### src/rtl/dma_hs_pkg.sv
package dma_hs_pkg;

    typedef enum logic [2:0] {
        ST_IDLE,
        ST_REQ,
        ST_C1,
        ST_C2,
        ST_C3,
        ST_C4
    } seq_st_e;

    typedef enum logic [1:0] {
        XF_READ  = 2'd0,
        XF_WRITE = 2'd1,
        XF_M2M   = 2'd2,
        XF_RSVD  = 2'd3
    } xfer_e;

    // bit 3: decrement, bits 2:1: transfer type, bit 0: acknowledge active high
    typedef struct packed {
        logic  dec;
        xfer_e xfer;
        logic  ack_hi;
    } mode_t;

    localparam logic [3:0] SEL_ADDR = 4'd0;
    localparam logic [3:0] SEL_CNT  = 4'd1;
    localparam logic [3:0] SEL_MODE = 4'd2;

endpackage

### src/rtl/dma_hs_sync.sv
module dma_hs_sync #(
    parameter int unsigned STAGES  = 2,
    parameter logic        RST_VAL = 1'b1
) (
    input  logic clk,
    input  logic rst_n,
    input  logic d_i,
    output logic q_o
);

    logic [STAGES-1:0] sh_q, sh_d;

    generate
        if (STAGES == 1) begin : g_one
            always_comb sh_d = d_i;
        end else begin : g_chain
            always_comb sh_d = {sh_q[STAGES-2:0], d_i};
        end
    endgenerate

    always_ff @(posedge clk or negedge rst_n) begin
        if (!rst_n) sh_q <= {STAGES{RST_VAL}};
        else        sh_q <= sh_d;
    end

    assign q_o = sh_q[STAGES-1];

endmodule

### src/rtl/dma_hs_cnt.sv
module dma_hs_cnt #(
    parameter int unsigned AW   = 16,
    parameter int unsigned CW   = 16,
    parameter int unsigned LO_W = 8
) (
    input  logic          clk,
    input  logic          rst_n,
    input  logic          ld_addr,
    input  logic          ld_cnt,
    input  logic [AW-1:0] addr_val,
    input  logic [CW-1:0] cnt_val,
    input  logic          step,
    input  logic          dec,
    output logic [AW-1:0] addr_o,
    output logic          last_o,
    output logic          hi_chg_o
);

    localparam logic [AW-1:0] A_ONE = AW'(1);
    localparam logic [CW-1:0] C_ONE = CW'(1);

    typedef struct packed {
        logic [AW-1:0] addr;
        logic [CW-1:0] cnt;
    } ctr_t;

    ctr_t          ctr_q, ctr_d;
    logic [AW-1:0] nxt_addr;

    always_comb begin
        nxt_addr = dec ? (ctr_q.addr - A_ONE) : (ctr_q.addr + A_ONE);
        ctr_d    = ctr_q;
        if (step) begin
            ctr_d.addr = nxt_addr;
            ctr_d.cnt  = ctr_q.cnt - C_ONE;
        end
        if (ld_addr) ctr_d.addr = addr_val;
        if (ld_cnt)  ctr_d.cnt  = cnt_val;
    end

    always_ff @(posedge clk or negedge rst_n) begin
        if (!rst_n) ctr_q <= '0;
        else        ctr_q <= ctr_d;
    end

    assign addr_o   = ctr_q.addr;
    assign last_o   = (ctr_q.cnt == '0);
    assign hi_chg_o = (nxt_addr[AW-1:LO_W] != ctr_q.addr[AW-1:LO_W]);

    // a step taken at count zero leaves the counter at all ones
    a_r9_count_wraps: assert property (@(posedge clk) disable iff (!rst_n)
        (step && last_o && !ld_cnt) |=> (ctr_q.cnt == '1));

endmodule

### src/rtl/dma_hs_seq.sv
module dma_hs_seq
    import dma_hs_pkg::*;
#(
    parameter int unsigned AW          = 16,
    parameter int unsigned CW          = 16,
    parameter int unsigned LO_W        = 8,
    parameter int unsigned SYNC_STAGES = 2
) (
    input  logic               clk,
    input  logic               rst_n,
    input  logic               cfg_we,
    input  logic [3:0]         cfg_sel,
    input  logic [AW-1:0]      cfg_wdata,
    input  logic               dreq,
    input  logic               hold_ack,
    input  logic               eop_in_n,
    output logic               hold_req,
    output logic               aen,
    output logic               adstb,
    output logic [LO_W-1:0]    addr_lo,
    output logic [AW-LO_W-1:0] addr_hi,
    output logic               dack,
    output logic               mem_rd_n,
    output logic               mem_wr_n,
    output logic               eop_drive_low
);

    localparam int unsigned HI_W = AW - LO_W;

    typedef struct packed {
        seq_st_e st;
        mode_t   mode;
        logic    hold_seen;
        logic    stb_need;
        logic    ext_seen;
        logic    done;
        logic    eop_pulse;
    } seq_t;

    seq_t          seq_q, seq_d;
    logic          eop_sync_n;
    logic          cfg_ok, ld_addr, ld_cnt, step;
    logic          active, ext_now;
    logic          last_w, hi_chg;
    logic [AW-1:0] cur_addr;
    logic          dack_act;

    dma_hs_sync #(.STAGES(SYNC_STAGES), .RST_VAL(1'b1)) i_eop_sync (
        .clk   (clk),
        .rst_n (rst_n),
        .d_i   (eop_in_n),
        .q_o   (eop_sync_n)
    );

    dma_hs_cnt #(.AW(AW), .CW(CW), .LO_W(LO_W)) i_cnt (
        .clk      (clk),
        .rst_n    (rst_n),
        .ld_addr  (ld_addr),
        .ld_cnt   (ld_cnt),
        .addr_val (cfg_wdata),
        .cnt_val  (cfg_wdata[CW-1:0]),
        .step     (step),
        .dec      (seq_q.mode.dec),
        .addr_o   (cur_addr),
        .last_o   (last_w),
        .hi_chg_o (hi_chg)
    );

    always_comb begin
        seq_d           = seq_q;
        seq_d.eop_pulse = 1'b0;
        step            = 1'b0;

        active  = (seq_q.st == ST_C1) || (seq_q.st == ST_C2) ||
                  (seq_q.st == ST_C3) || (seq_q.st == ST_C4);
        ext_now = seq_q.ext_seen || !eop_sync_n;

        cfg_ok  = cfg_we && (seq_q.st == ST_IDLE);
        ld_addr = cfg_ok && (cfg_sel == SEL_ADDR);
        ld_cnt  = cfg_ok && (cfg_sel == SEL_CNT);
        if (cfg_ok && (cfg_sel == SEL_MODE)) seq_d.mode = mode_t'(cfg_wdata[3:0]);
        if (ld_cnt) seq_d.done = 1'b0;

        if (active && !eop_sync_n) seq_d.ext_seen = 1'b1;

        case (seq_q.st)
            ST_IDLE: begin
                seq_d.hold_seen = 1'b0;
                seq_d.ext_seen  = 1'b0;
                seq_d.stb_need  = 1'b1;
                if (dreq && !seq_q.done) seq_d.st = ST_REQ;
            end
            ST_REQ: begin
                seq_d.hold_seen = 1'b1;
                if (seq_q.hold_seen && hold_ack) seq_d.st = ST_C1;
            end
            ST_C1: begin
                seq_d.stb_need = 1'b0;
                seq_d.st       = ST_C2;
            end
            ST_C2: seq_d.st = ST_C3;
            ST_C3: seq_d.st = ST_C4;
            ST_C4: begin
                step           = 1'b1;
                seq_d.stb_need = hi_chg;
                if (last_w || ext_now) begin
                    seq_d.st        = ST_IDLE;
                    seq_d.done      = 1'b1;
                    seq_d.eop_pulse = last_w;
                end else if (dreq) begin
                    seq_d.st = ST_C1;
                end else begin
                    seq_d.st = ST_IDLE;
                end
            end
            default: seq_d.st = ST_IDLE;
        endcase
    end

    always_ff @(posedge clk or negedge rst_n) begin
        if (!rst_n) begin
            seq_q          <= '0;
            seq_q.st       <= ST_IDLE;
            seq_q.stb_need <= 1'b1;
        end else begin
            seq_q <= seq_d;
        end
    end

    always_comb begin
        hold_req      = (seq_q.st != ST_IDLE);
        aen           = active;
        adstb         = (seq_q.st == ST_C1) && seq_q.stb_need;
        addr_lo       = active ? cur_addr[LO_W-1:0] : '0;
        addr_hi       = active ? cur_addr[AW-1:LO_W] : {HI_W{1'b0}};
        dack_act      = ((seq_q.st == ST_C2) || (seq_q.st == ST_C3)) &&
                        (seq_q.mode.xfer != XF_M2M);
        dack          = seq_q.mode.ack_hi ? dack_act : !dack_act;
        mem_rd_n      = !(((seq_q.mode.xfer == XF_READ) &&
                           ((seq_q.st == ST_C2) || (seq_q.st == ST_C3))) ||
                          ((seq_q.mode.xfer == XF_M2M) && (seq_q.st == ST_C2)));
        mem_wr_n      = !((seq_q.st == ST_C3) && (seq_q.mode.xfer != XF_READ));
        eop_drive_low = seq_q.eop_pulse;
    end

    // grant in the first hold cycle never starts a transfer
    a_r3_first_ack_ignored: assert property (@(posedge clk) disable iff (!rst_n)
        $rose(hold_req) |=> !aen);
    // mode cannot change while the bus is held
    a_r2_mode_frozen: assert property (@(posedge clk) disable iff (!rst_n)
        (hold_req && $past(hold_req)) |-> $stable(seq_q.mode));
    // acknowledge active only inside a transfer
    a_r4_dack_in_aen: assert property (@(posedge clk) disable iff (!rst_n)
        (dack == seq_q.mode.ack_hi) |-> aen);
    // memory-to-memory never acknowledges
    a_r6_m2m_no_dack: assert property (@(posedge clk) disable iff (!rst_n)
        (seq_q.mode.xfer == XF_M2M) |-> (dack != seq_q.mode.ack_hi));
    // strobes are never low together
    a_r6_strobe_excl: assert property (@(posedge clk) disable iff (!rst_n)
        !(!mem_rd_n && !mem_wr_n));
    // address strobe is a single-cycle pulse within aen
    a_r8_stb_single: assert property (@(posedge clk) disable iff (!rst_n)
        adstb |-> (aen && mem_rd_n && mem_wr_n));
    a_r8_stb_pulse: assert property (@(posedge clk) disable iff (!rst_n)
        adstb |=> !adstb);
    // end-of-process drive lasts one cycle, with the bus released
    a_r9_eop_one_cycle: assert property (@(posedge clk) disable iff (!rst_n)
        eop_drive_low |=> !eop_drive_low);
    a_r9_eop_released: assert property (@(posedge clk) disable iff (!rst_n)
        eop_drive_low |-> !hold_req);
    // a word that ends the bus tenure was preceded by its C4 strobes released
    a_r12_aen_fall_clean: assert property (@(posedge clk) disable iff (!rst_n)
        $fell(aen) |-> (mem_rd_n && mem_wr_n && !hold_req));

endmodule

### config.mk
export PLATFORM = sky130hd
export DESIGN_NAME = dma_hs_seq
export DESIGN_NICKNAME = d
export VERILOG_FILES = /design/src/rtl/dma_hs_pkg.sv /design/src/rtl/dma_hs_sync.sv /design/src/rtl/dma_hs_cnt.sv /design/src/rtl/dma_hs_seq.sv
export SDC_FILE = /design/constraint.sdc
export NUM_CORES = 1
export LEC_CHECK = 0
export ABC_AREA = 1
export BUFFER_PORTS_ARGS = -buffer_cell sky130_fd_sc_hd__buf_4
export CAP_MARGIN = 25
export CORE_MARGIN = 4
export CORE_UTILIZATION = 45
export DETAILED_ROUTE_END_ITERATION = 8
export GPL_TIMING_DRIVEN = 0
export HOLD_SLACK_MARGIN = 0.15
export PLACE_DENSITY = 0.66
export RECOVER_POWER = 50
export SYNTH_ARGS = -nofsm -noshare
export SYNTH_HDL_FRONTEND = slang
export SYNTH_SLANG_ARGS = --single-unit
### constraint.sdc
create_clock -name clk -period 2.7 [get_ports clk]
set_clock_uncertainty 0.1 [all_clocks]
set_input_delay 0.27 -clock clk [delete_from_list [all_inputs] [get_ports clk]]
set_output_delay 0.27 -clock clk [all_outputs]
set_load 0.02 [all_outputs]
==> metrics.csv <==
metric,value,unit
status,finished clean,
Critical Path AT,2.16,ns
drt total wl,9900,um
share of layout cells above drive strength 1,16.3,%
routability cong.,0.855,
final net count,642,
P per Cell Area,1220,nW/um^2
clock transition at the registers of the reported paths,0.08,ns
"flops & latches, synth",46,
Leak Pwr,2.39,nW
final setup fails,0,
Die H,98.0,um
top cell type's share of synthesized area,29.5,%
Crit. End Element,primary output,
Netlist Area Pre-Place,3650,um^2
CP Class,reg2out,
crit-path max cell delay,0.37,ns
Final min period,2.53,ns
cell accounting for the most synthesized area,dfrtp_1,
initial antenna violation count,0,
iteration count of the initial detailed-routing pass,4,
Sw Pwr,2.75,mW
CTS tree,done,
via count,3590,
Mapped Cells,529,
Slew @ Worst Pin,1.19,ns
total gr overflow,0,
Compound-Gate Fraction of Synth Area,11.2,%
wire per inst,14.1,um
vias in the first global route,3399,
Max-Cap Viols,0,
Comb pwr share,64.7,%
area delta synth->final,20.2,%
core area,7810,um^2
Area contributors post-synth,"dfrtp_1 (29%), nand2_1 (18%), inv_1 (9.3%)",
post-route ant nets,0,
H-tree levels,2,
CP Max Fanout,10,
Cell variety after synth,40,
Sw Ratio,51.2,%
Port-buffer cells,48,
clk sinks,46,
clock latency on the worst-skew pair,0.30,ns
Total GRT Usage,21.0,%
Mapped Avg Cell Area,6.90,um^2
final core occ,56.2,%
final hold violations,0,
critical path launch point type,flop,
largest net degree at the start of global routing,47,
worst path cell trace,inv_1 -> or2_4 -> nor2_8 -> inv_2 -> buf_6 -> nand3_2 -> buf_4 -> nand2_1 -> inv_1 -> buf_4,
post-DP HPWL,7730,um
"Primary FF master, synth",dfrtp_1,
Synth Net Count,571,
Synth warnings,0,
sequential share of the synthesized area,31.7,%
final worst path period share,93.5,%
std cell rows,32,
diode count,0,
asr flop ratio synth,100,%
Crit path buffers/inverters,6,
internal power,2.62,mW
VDD IR max,0.000587,V
clock power share,9.6,%
Post-Synth XOR/XNOR Area,3.60,%
die area,9610,um^2
Reg power frac,25.7,%
Initial Util,46.7,%
Post-synth EDFFs,0,
Top Family by Delay on Critical Path,simple AND/OR/NAND/NOR gates,
Crit-path slowest cell,dfrtp_1,
fin. max-slew vios,0,
hold crit path type,in2reg,
CP required,2.33,ns
fmax,0.396,GHz
largest family of logic cells by synthesized area,simple AND/OR/NAND/NOR gates,
first-pass GRT wire length,16600,um
die width,98.0,um
adder-cell share of the synthesized area,5.69,%
TritonCTS buffer count,5,
drt initial violations,171,
post-synthesis mux area share,0.309,%
Max clock buf depth,2,
IO Count,49,
slew margin rel.,21.0,%
Via-to-Cell Ratio,5.11,
RSZ-0062 raised after global routing,no,
DRC,0,
Simple-Gate Fraction of Synth Area,36.1,%
CTS root buf,clkbuf_8,
setup tns final,0,ns
## layout by cell type, fill, tap and decap left out, types with 2 or more instances in the layout
cell type,Yosys,layout
buf_4,2,46
a21oi_1,13,13
clkbuf_8,0,5
nand4_1,6,6
a21oi_2,2,2
o211ai_1,16,16
or2_4,2,2
nand3_2,4,4
nor2_4,5,4
o221ai_1,11,11
clkbuf_1,0,4
dlygate4sd3_1,0,16
dfstp_2,3,3
inv_1,90,91
o311ai_1,3,3
nor3_1,3,3
nand4_2,3,3
nor2_2,3,3
ha_1,15,15
nand2_1,175,175
nand2_2,6,6
nor2_1,28,29
o21ai_0,10,10
xor2_1,6,6
nand3_1,45,45
buf_2,5,5
dfrtp_1,43,42
xnor2_1,9,9
inv_2,7,5
## stage by stage
step                cell area [um^2]  std cells  total power [mW]  hold WS [ns]  setup WS [ns]
finish                          4390        703              5.37         0.163          0.175
global route                    4390        703              5.90         0.176         0.0327
CTS                             4400        703              5.40         0.156         0.0213
detailed placement              4140        679              4.86         0.223         0.0428
global placement                4140        679              4.77         0.219         0.0820
floorplan                       3650        529              3.92        -0.126          0.575
## per-layer routing
metal	track usage [%]	routed length, um	up-vias
met2	34.6	4620	89
met3	2.86	520	10
met4	3.94	94	0
met1	29.7	4660	1642
li1	-	-	1849
met5	0	0	-
## power groups by stage
stage | Combinational (mW) | Clock [mW] | Sequential, mW
after global routing | 3.91 | 0.556 | 1.43
after detailed placement | 3.46 | 0 | 1.40
after floorplan | 2.63 | 0 | 1.29
after global placement | 3.38 | 0 | 1.39
final | 3.47 | 0.515 | 1.38
after CTS | 3.50 | 0.524 | 1.38
## worst reg2reg max path, stage by stage, from the launching register on
cell and delay [ns]:
dfrtp_2 0.58, fa_1 0.52, nand2_1 0.14, nand2_1 0.08
nand3_1 0.07, nand2_1 0.10, nand2_1 0.14, nand2_1 0.08
nand2_1 0.09, nand3_1 0.07, nand2_1 0.08, nand2_1 0.07
nor2_1 0.10, nand2_1 0.05, nand2_1 0.08, nand2_1 0.06
## sequential cells by signal (all words and copies together), names as in the netlist
signal,cells
i_eop_sync.sh_q,2
i_cnt.addr_o,16
eop_drive_low,1
i_cnt.ctr_q,16
seq_q,11
## cells by family after synthesis
family          after synthesis
simple gates                286
buf+inv                     105
compound gates               60
flops                        46
fa+ha+maj                    16
xor+xnor                     15
mux                           1
## synthesized netlist by cell type (2+ instances only)
cell	number
nand2_2	6
nand4_1	6
dfrtp_1	43
buf_4	2
or2_4	2
inv_1	90
o211ai_1	16
xor2_1	6
o311ai_1	3
nand3_1	45
xnor2_1	9
nor2_2	3
nand3_2	4
nor2_1	28
o221ai_1	11
ha_1	15
nor3_1	3
nor2_4	5
nand4_2	3
nand2_1	175
buf_2	5
o21ai_0	10
inv_2	7
a21oi_2	2
a21oi_1	13
dfstp_2	3
## timing repair
item,4_1_cts,5_1_grt
setup endpoints to repair,0,1
setup buffers,0,0
gates resized for setup,0,1
endpoints found under the hold margin,70,0
hold buffers,16,0
## final cells by class
type	instances	area, um^2
sequential	46	1160
fill	747	3420
inverter	97	364
clock inverter	1	30.0
tap	102	128
clock buffer	7	76.3
buffer	8	51.3
multi-input combinational	378	2070
timing repair buffer	64	510
## final timing paths
kind | from | slack [ns] | cells after the start | endpoint
min in group asynchronous | rst_n | 0.63 | 2 | i_cnt.addr_o[2]
worst max-delay path | seq_q[9] | 0.17 | 10 | addr_hi[4]
worst max register to register | seq_q[8] | 0.23 | 15 | seq_q[3]
worst min-delay path | hold_ack | 0.16 | 4 | seq_q[9]
worst min register to register | i_eop_sync.sh_q[0] | 0.26 | 0 | i_eop_sync.sh_q[1]
max in group asynchronous | rst_n | 1.08 | 2 | seq_q[8]
Note: power is estimated with default switching activity, not from simulation.
